### src/rtl/burst2_pkg.sv
package burst2_pkg;

   typedef enum logic {
      EDGE_KN = 1'b0,
      EDGE_K  = 1'b1
   } k_edge_e;

   // lane number of byte b of burst word w, with nb bytes per word
   function automatic int lane_of(input int w, input int b, input int nb);
      return w * nb + b;
   endfunction

endpackage

### src/rtl/b2_lane_array.sv
module b2_lane_array #(
   parameter int AW    = 6,
   parameter int BW    = 9,
   parameter int LANES = 4
) (
   input  logic                clk,
   input  logic [LANES-1:0]    we,
   input  logic [AW-1:0]       waddr,
   input  logic [LANES*BW-1:0] wdata,
   input  logic [AW-1:0]       raddr,
   output logic [LANES*BW-1:0] rdata
);
   localparam int DEPTH = 1 << AW;

   for (genvar l = 0; l < LANES; l++) begin : g_lane
      logic [BW-1:0] store [DEPTH];

      always_ff @(posedge clk) begin
         if (we[l]) store[waddr] <= wdata[l*BW +: BW];
      end

      assign rdata[l*BW +: BW] = store[raddr];
   end

endmodule

### src/rtl/b2_cmd_stage.sv
module b2_cmd_stage
   import burst2_pkg::*;
#(
   parameter int DW = 18,
   parameter int NB = 2
) (
   input  logic          clk,
   input  logic          rst_n,
   input  logic          k_ph,
   input  logic          rd_n,
   input  logic          wr_n,
   input  logic [DW-1:0] d,
   input  logic [NB-1:0] bw_n,
   output logic          rd_fire,
   output logic          wr_commit,
   output logic          wpend,
   output logic [DW-1:0] w0_data,
   output logic [NB-1:0] w0_bwn
);
   k_edge_e cur_edge;
   assign cur_edge = k_edge_e'(k_ph);

   assign rd_fire   = (cur_edge == EDGE_K) && !rd_n;
   assign wr_commit = (cur_edge == EDGE_KN) && wpend;

   always_ff @(posedge clk or negedge rst_n) begin
      if (!rst_n) begin
         wpend   <= 1'b0;
         w0_data <= '0;
         w0_bwn  <= '1;
      end else if (cur_edge == EDGE_K) begin
         wpend <= !wr_n;
         if (!wr_n) begin
            w0_data <= d;
            w0_bwn  <= bw_n;
         end
      end else begin
         wpend <= 1'b0;
      end
   end

endmodule

### src/rtl/b2_read_seq.sv
module b2_read_seq #(
   parameter int DW  = 18,
   parameter int LAT = 3
) (
   input  logic            clk,
   input  logic            rst_n,
   input  logic            rd_fire,
   input  logic [2*DW-1:0] rd_entry,
   output logic            out_v,
   output logic [DW-1:0]   out_word
);
   logic [LAT-1:0]  sv;
   logic [2*DW-1:0] sd [LAT];
   logic            hold_v;
   logic [DW-1:0]   hold_w;
   logic            tail_v;
   logic [2*DW-1:0] tail_d;

   assign tail_v = sv[LAT-1];
   assign tail_d = sd[LAT-1];

   always_ff @(posedge clk or negedge rst_n) begin
      if (!rst_n) begin
         sv <= '0;
         for (int i = 0; i < LAT; i++) sd[i] <= '0;
      end else begin
         sv[0] <= rd_fire;
         if (rd_fire) sd[0] <= rd_entry;
         for (int i = 1; i < LAT; i++) begin
            sv[i] <= sv[i-1];
            sd[i] <= sd[i-1];
         end
      end
   end

   always_ff @(posedge clk or negedge rst_n) begin
      if (!rst_n) begin
         out_v    <= 1'b0;
         out_word <= '0;
         hold_v   <= 1'b0;
         hold_w   <= '0;
      end else if (tail_v) begin
         out_v    <= 1'b1;
         out_word <= tail_d[DW-1:0];
         hold_v   <= 1'b1;
         hold_w   <= tail_d[2*DW-1:DW];
      end else if (hold_v) begin
         out_v    <= 1'b1;
         out_word <= hold_w;
         hold_v   <= 1'b0;
      end else begin
         out_v    <= 1'b0;
      end
   end

endmodule

### src/rtl/b2_echo.sv
module b2_echo (
   input  logic clk,
   input  logic rst_n,
   input  logic k_ph,
   input  logic oclk_ph,
   input  logic oclk_park,
   output logic cq,
   output logic cq_n
);
   logic src_ph;
   assign src_ph = oclk_park ? k_ph : oclk_ph;

   always_ff @(posedge clk or negedge rst_n) begin
      if (!rst_n) cq <= 1'b0;
      else        cq <= src_ph;
   end

   assign cq_n = ~cq;

endmodule

### src/rtl/burst2_sram.sv
module burst2_sram
   import burst2_pkg::*;
#(
   parameter int AW       = 6,
   parameter int DW       = 18,
   parameter int BW       = 9,
   parameter int LAT_HALF = 3
) (
   input  logic             clk,
   input  logic             rst_n,
   input  logic             k_ph,
   input  logic             rd_n,
   input  logic             wr_n,
   input  logic [AW-1:0]    addr,
   input  logic [DW-1:0]    d,
   input  logic [DW/BW-1:0] bw_n,
   input  logic             oclk_ph,
   input  logic             oclk_park,
   output logic [DW-1:0]    q,
   output logic             q_oe,
   output logic             cq,
   output logic             cq_n
);
   localparam int NB    = DW / BW;
   localparam int LANES = 2 * NB;
   localparam int EW    = LANES * BW;

   if (DW % BW != 0) begin : g_bad_lane
      $error("burst2_sram: DW must be a whole number of BW-bit bytes");
   end
   if (LAT_HALF < 1) begin : g_bad_lat
      $error("burst2_sram: LAT_HALF must be at least 1");
   end
   if (AW < 1 || AW > 16) begin : g_bad_aw
      $error("burst2_sram: AW out of range");
   end

   logic             rd_fire;
   logic             wr_commit;
   logic             wpend;
   logic [DW-1:0]    w0_data;
   logic [NB-1:0]    w0_bwn;
   logic [LANES-1:0] lane_we;
   logic [EW-1:0]    lane_wd;
   logic [EW-1:0]    lane_rd;
   logic             out_v;
   logic [DW-1:0]    out_word;

   b2_cmd_stage #(.DW(DW), .NB(NB)) u_cmd (
      .clk       (clk),
      .rst_n     (rst_n),
      .k_ph      (k_ph),
      .rd_n      (rd_n),
      .wr_n      (wr_n),
      .d         (d),
      .bw_n      (bw_n),
      .rd_fire   (rd_fire),
      .wr_commit (wr_commit),
      .wpend     (wpend),
      .w0_data   (w0_data),
      .w0_bwn    (w0_bwn)
   );

   for (genvar w = 0; w < 2; w++) begin : g_word
      for (genvar b = 0; b < NB; b++) begin : g_byte
         localparam int LI = lane_of(w, b, NB);
         if (w == 0) begin : g_first
            assign lane_we[LI]            = wr_commit && !w0_bwn[b];
            assign lane_wd[LI*BW +: BW]   = w0_data[b*BW +: BW];
         end else begin : g_second
            assign lane_we[LI]            = wr_commit && !bw_n[b];
            assign lane_wd[LI*BW +: BW]   = d[b*BW +: BW];
         end
      end
   end

   b2_lane_array #(.AW(AW), .BW(BW), .LANES(LANES)) u_arr (
      .clk   (clk),
      .we    (lane_we),
      .waddr (addr),
      .wdata (lane_wd),
      .raddr (addr),
      .rdata (lane_rd)
   );

   b2_read_seq #(.DW(DW), .LAT(LAT_HALF)) u_rseq (
      .clk      (clk),
      .rst_n    (rst_n),
      .rd_fire  (rd_fire),
      .rd_entry (lane_rd),
      .out_v    (out_v),
      .out_word (out_word)
   );

   assign q    = out_word;
   assign q_oe = out_v;

   b2_echo u_echo (
      .clk       (clk),
      .rst_n     (rst_n),
      .k_ph      (k_ph),
      .oclk_ph   (oclk_ph),
      .oclk_park (oclk_park),
      .cq        (cq),
      .cq_n      (cq_n)
   );

endmodule

### config.mk
export PLATFORM = sky130hd
export DESIGN_NAME = burst2_sram
export DESIGN_NICKNAME = d
export VERILOG_FILES = /design/src/rtl/burst2_pkg.sv /design/src/rtl/b2_lane_array.sv /design/src/rtl/b2_cmd_stage.sv /design/src/rtl/b2_read_seq.sv /design/src/rtl/b2_echo.sv /design/src/rtl/burst2_sram.sv
export SDC_FILE = /design/constraint.sdc
export NUM_CORES = 2
export LEC_CHECK = 0
export BUFFER_PORTS_ARGS = -buffer_cell sky130_fd_sc_hd__buf_4
export CORE_ASPECT_RATIO = 1.5
export CORE_MARGIN = 10
export CORE_UTILIZATION = 35
export CTS_BUF_LIST = sky130_fd_sc_hd__clkbuf_2 sky130_fd_sc_hd__clkbuf_4 sky130_fd_sc_hd__clkbuf_8
export CTS_CLUSTER_DIAMETER = 60
export DETAILED_ROUTE_END_ITERATION = 10
export SYNTH_ARGS = -nofsm -noshare
export SYNTH_HDL_FRONTEND = slang
export SYNTH_SLANG_ARGS = --single-unit
### constraint.sdc
create_clock -name clk -period 3.4 [get_ports clk]
set_input_delay 0.34 -clock clk [delete_from_list [all_inputs] [get_ports clk]]
set_output_delay 0.34 -clock clk [all_outputs]
set_load 0.05 [all_outputs]
# Word-level counts from Yosys, hierarchy flattened
# Memories as Yosys holds them, arrays and structs flattened. A register that Yosys moved wholly into a read port is not among the register bits.
# Index checks and enable logic that the tools add are counted.
classes:
  n_addsub: 0
  multipliers: 0
  n_div: 0
  order_cmp: 0
  eq_ne: 0
  shifts: 0
  mux: 15
  bitwise: 3
  n_reduce_logical: 18
ops:
  columns: ["operator", "n"]
  rows:
  - ["18-bit two-way mux", 2]
  - ["1-bit two-way mux", 13]
  - ["1-bit logical NOT", 10]
  - ["1-bit logical AND", 6]
  - ["1-bit inverter", 3]
  - ["2-bit AND reduction", 1]
  - ["2-bit nonzero test", 1]
word_totals:
  ff_bits: 135
  latchBits: 0
  mem_bits_rw: 2304
  rom_bits: 0
  mem_count: 4
memory_table:
  columns: ["name", "depth", "width", "rd", "rd_ports_with_merged_regs", "wr", "line", "source"]
  rows:
  - ["u_arr.g_lane[0].store", 64, 9, 1, 1, 1, "b2_lane_array.sv:16", "logic [BW-1:0] store [DEPTH];"]
  - ["u_arr.g_lane[1].store", 64, 9, 1, 1, 1, "b2_lane_array.sv:16", null]
  - ["u_arr.g_lane[2].store", 64, 9, 1, 1, 1, "b2_lane_array.sv:16", null]
  - ["u_arr.g_lane[3].store", 64, 9, 1, 1, 1, "b2_lane_array.sv:16", null]

# Longest topological paths before layout
logic_depth:
  depth_word: 5
  ltp_mapped: 12
  ltp_nobuf: 6

# Cells and area by module
# A second synthesis with hierarchy kept.
unflattened:
  cells_unflattened: 4350
  area_unflattened_um2: 95091.2
modules_own_cells:
  columns: ["module", "instances", "cells_per_inst", "area_per_inst_um2", "seq_area_each_um2"]
  rows:
  - ["b2_lane_array", 1, 4027, 89213.1, 69186.4]
  - ["b2_read_seq", 1, 270, 4997.3, 3728.6]
  - ["b2_cmd_stage", 1, 46, 802.0, 528.0]
  - ["b2_echo", 1, 3, 43.8, 25.0]
  - ["burst2_sram", 1, 4, 35.0, 0.0]

# Least setup slack after synthesis
# No wires, ideal clock.
synth_timing:
  path_type: "input-to-reg"
  from: "input addr[0]"
  to: "memory u_arr.g_lane[2].store[52][0], enable pin"
  setup_ns: 0.387
  t_arrival_ns: 2.245
  required_time_ns: 3.013
  slack_ns: 0.769
  cell_stages: 9
  n_path_buf: 8
  path_cell_list: "buf_6 buf_6 buf_6 buf_6 buf_6 buf_4 buf_2 buf_2 nor3_1"
synth_rtl:
  columns: ["element", "line", "source"]
  rows:
  - ["start, declared", "burst2_sram.sv:14", "input logic [AW-1:0] addr,"]
  - ["end, declared", "b2_lane_array.sv:16", null]
# Straight into the memory's write port.

==> results.md <==
Status:
- The flow ran to the end, and the final reports show no timing, DRC or antenna violations.

Hold path:
- The path type of the worst min-delay path is primary input to flop.

Timing:
- Final hold analysis gives a worst-case slack of 61.7 ps.
- The number of hold-slack violations in the final timing report is 0.
- The number of pins exceeding their max-slew limit in the final report was 0.
- The achievable frequency is just over 400 MHz.
- The aggregate negative setup slack is 0 ps.
- The final clock skew is 85.9 ps.
- Setup violations remaining at the end of the flow were counted as 0.
- The worst relative slew slack is 12.8%.
- Setup repair after global routing left no endpoint under its margin.
- The minimum period implied by the final worst setup slack is 2460 ps.
- The fraction of the cycle the final worst path needs is 72.2%.
- At the pin with the least slew margin, the transition time is 1310 ps.

Clock tree:
- TritonCTS built the clock tree.
- The library cell used as clock root buffer is clkbuf_8.
- Post-CTS timing repair inserted 0 buffers for setup.
- The number of gates resized after CTS was 0.
- The insertion delay to the later sink of the worst-skew pair is 1020 ps.
- The clock transition at the register clock pins on the worst setup and hold paths after CTS is approximately 70 ps.
- In this run, CTS created clock tree buffers numbering ~360.
- The depth of the CTS H-tree is 5.
- Hold repair after CTS inserted 28 buffers.
- The tree built by TritonCTS fans out to 2475 sinks.
- The buffer depth of the longest clock path is 4.

Worst setup path:
- The startpoint type of the worst setup path is a flop.
- Data on the critical path arrives at its endpoint at between 3000 and 4000 ps.
- The type of element capturing the critical path is a flop.
- The worst setup path is of the flop to flop kind.
- Of all nets on the critical path, the largest fanout is 1.
- At the worst endpoint, the required time is 4270 ps.

GRT:
- The overall routing resource usage is 20.6%.
- The first global-routing pass estimated around 430000 µm of wire.
- The number of antenna violations at the first check in global routing was 13.
- The overall overflow remaining after global route is 0.
- The pin count of the biggest net entering global routing is 66.
- The number of global-route vias before repair was between 50000 and 60000.

Logic synthesis:
- The cell type with the largest total area after synthesis is edfxtp_1.
- The number of flip-flops and latches in the synthesized netlist is roughly 2500.
- The portion of synthesized cell area occupied by the leading cell type is 72.8%.
- The async set-or-reset flop fraction in the synthesized netlist is a little under 7%.
- The net count after synthesis is 5233.
- The synthesized netlist occupies a cell area of between 90000 and 100000 µm².
- The warning count from the yosys run is 0.
- The synthesized area divided by synthesized cell count is 18.3 µm².
- The post-synthesis cell type count is 70.
- After technology mapping, the gate count stands at 5200.
- Sorting the synthesized cells by area gives the leading types as edfxtp_1 73%, mux4_2 4.6%, dfrtp_1 4.5%.
- The flip-flop cell with the highest count after synthesis is edfxtp_1.
- The share of synthesized area occupied by flip-flops and latches is 77.3%.
- Counting flops with a built-in enable in the synthesized netlist gives 2304.

Finish:
- After the last flow step, the layout net total stands at a little under 6000.
- Of the cells placed in the final design, the portion with a size suffix greater than 1 is 28.1%.
- The final non-filler cell area is 111000 µm².
- From synthesis to final layout, the design area changed by 16.8%.
- The final instance count without filler cells is 9718.
- Leaving out fill and tap cells, the most frequent cell in the layout is edfxtp_1.
- In the layout the commonest cells are 2304 x edfxtp_1, 597 x buf_4, 386 x clkbuf_8.

Detailed routing:
- The final wirelength is 313000 µm.
- The initial detailed-routing violation count is 6912.
- The number of detailed-route iterations in the first pass is 8.
- The remaining antenna violation count is 0.
- The wire length per cell is around 32 µm.
- The total DRC errors in the routed layout is 0.
- The vias per cell is between 5 and 6.
- The via count is 55800.

Die:
- The die outline area is 293000 µm².
- The total core area is 271000 µm².
- The number of primary I/O pins is 54.
- The vertical die dimension is 658 µm.
- The width of the die is 445 µm.
- In this run the core area contains 234 standard-cell rows.
- The starting density of the core is a little over a third.

Placement:
- The number of placed instances, taps included, is 9040.
- The detailed placer's ending HPWL is about 200000 µm.
- Port buffering added 53 buffers.
- Routability-driven placement finished with a final weighted congestion of about 0.94.
- The instance area after placement is 104000 µm².

Power and ir drop:
- After layout, the design draws a total of 62.6 mW.
- The worst ir drop on vdd is 321 µV.
- The static leakage is 36.3 nW.
- The power per standard cell area is 564 nW/µm².

Flow run:
- Across the run, the number of max-cap violations was 0.
## worst max-delay path, cell delays in order (launching register included)
cell and delay, ps:
edfxtp_1 360, mux2_2 270, a221oi_1 250, nor2_1 110, o21ai_0 570, o211ai_1 360
o32a_1 420
## area by class of cell
cell class	count	area (µm²)
Timing Repair Buffer	695	6160
Multi-Input combinational cell	2353	19800
Fill cell	24200	160000
Clock inverter	149	878
Antenna cell	5	12.5
Sequential cell	2475	73500
Tap cell	3540	4430
Inverter	5	31.3
Clock buffer	496	6130
## path summary, 6_finish.rpt
path	cells past startpoint	slack, ps	end	start
setup / recovery	6	940	u_rseq.sd[86]$_DFFE_PN0P_	u_arr.g_lane[1].store[31][5]$_DFFE_PP_
hold / removal	4	60	u_rseq.sv[0]$_DFF_PN0_	rd_n
setup reg to reg	6	940	u_rseq.sd[86]$_DFFE_PN0P_	u_arr.g_lane[1].store[31][5]$_DFFE_PP_
hold reg to reg	0	340	u_rseq.sd[40]$_DFF_PN0_	u_rseq.sd[76]$_DFFE_PN0P_
max in group asynchronous	4	2420	u_cmd.w0_bwn[1]$_DFFE_PN1P_	rst_n
min in group asynchronous	4	510	u_rseq.tail_d[25]$_DFF_PN0_	rst_n
## flip-flops by register name, summed over array words and instances, names as in the netlist
name,flops
u_arr.g_lane.store,2304
u_cmd.w0_bwn,2
u_cmd.w0_data,18
u_cmd.wpend,1
u_echo.cq,1
u_rseq.hold_v,1
u_rseq.hold_w,18
u_rseq.out_v,1
u_rseq.out_word,18
u_rseq.sd,72
u_rseq.sv,3
u_rseq.tail_d,36
## per-stage QoR
step           util (%)  setup WS (ps)
2_1_floorplan         -            769
3_3_place_gp       38.3          -14.4
3_5_place_dp       38.3          -32.3
4_1_cts            41.0            941
5_1_grt            41.0            893
6_report           41.0            944
## cells in the mapped netlist, types with 122 or more instances
cell,instances
edfxtp_1,2304
a21oi_1,129
nand2_1,168
clkbuf_1,158
mux2i_1,250
mux2_2,247
dfrtp_1,169
buf_2,122
nor2_1,384
a221oi_1,245
a22oi_1,179
o21ai_0,129
mux4_2,192
## logic make-up after synthesis
logic type	synth area share, %
buf+inv	1.99
compound gates	7.67
mux	10.1
flops	77.3
simple gates	2.87
## power breakdown
part           internal (mW)  total [mW]  switching [mW]
Clock                   12.3        23.5            11.2
Sequential              34.1        35.0           0.839
Combinational           1.37        4.09            2.72
Total                   47.8        62.6            14.8
## per-layer routing
layer	up-vias	GRT usage (%)	share of wire, %
li1	22600	-	-
met5	-	0	0.021
met2	3375	34.0	48
met4	10	16.4	9.3
met1	28900	23.6	34
met3	941	3.74	8.3
Note: power is estimated with default switching activity, not from simulation.
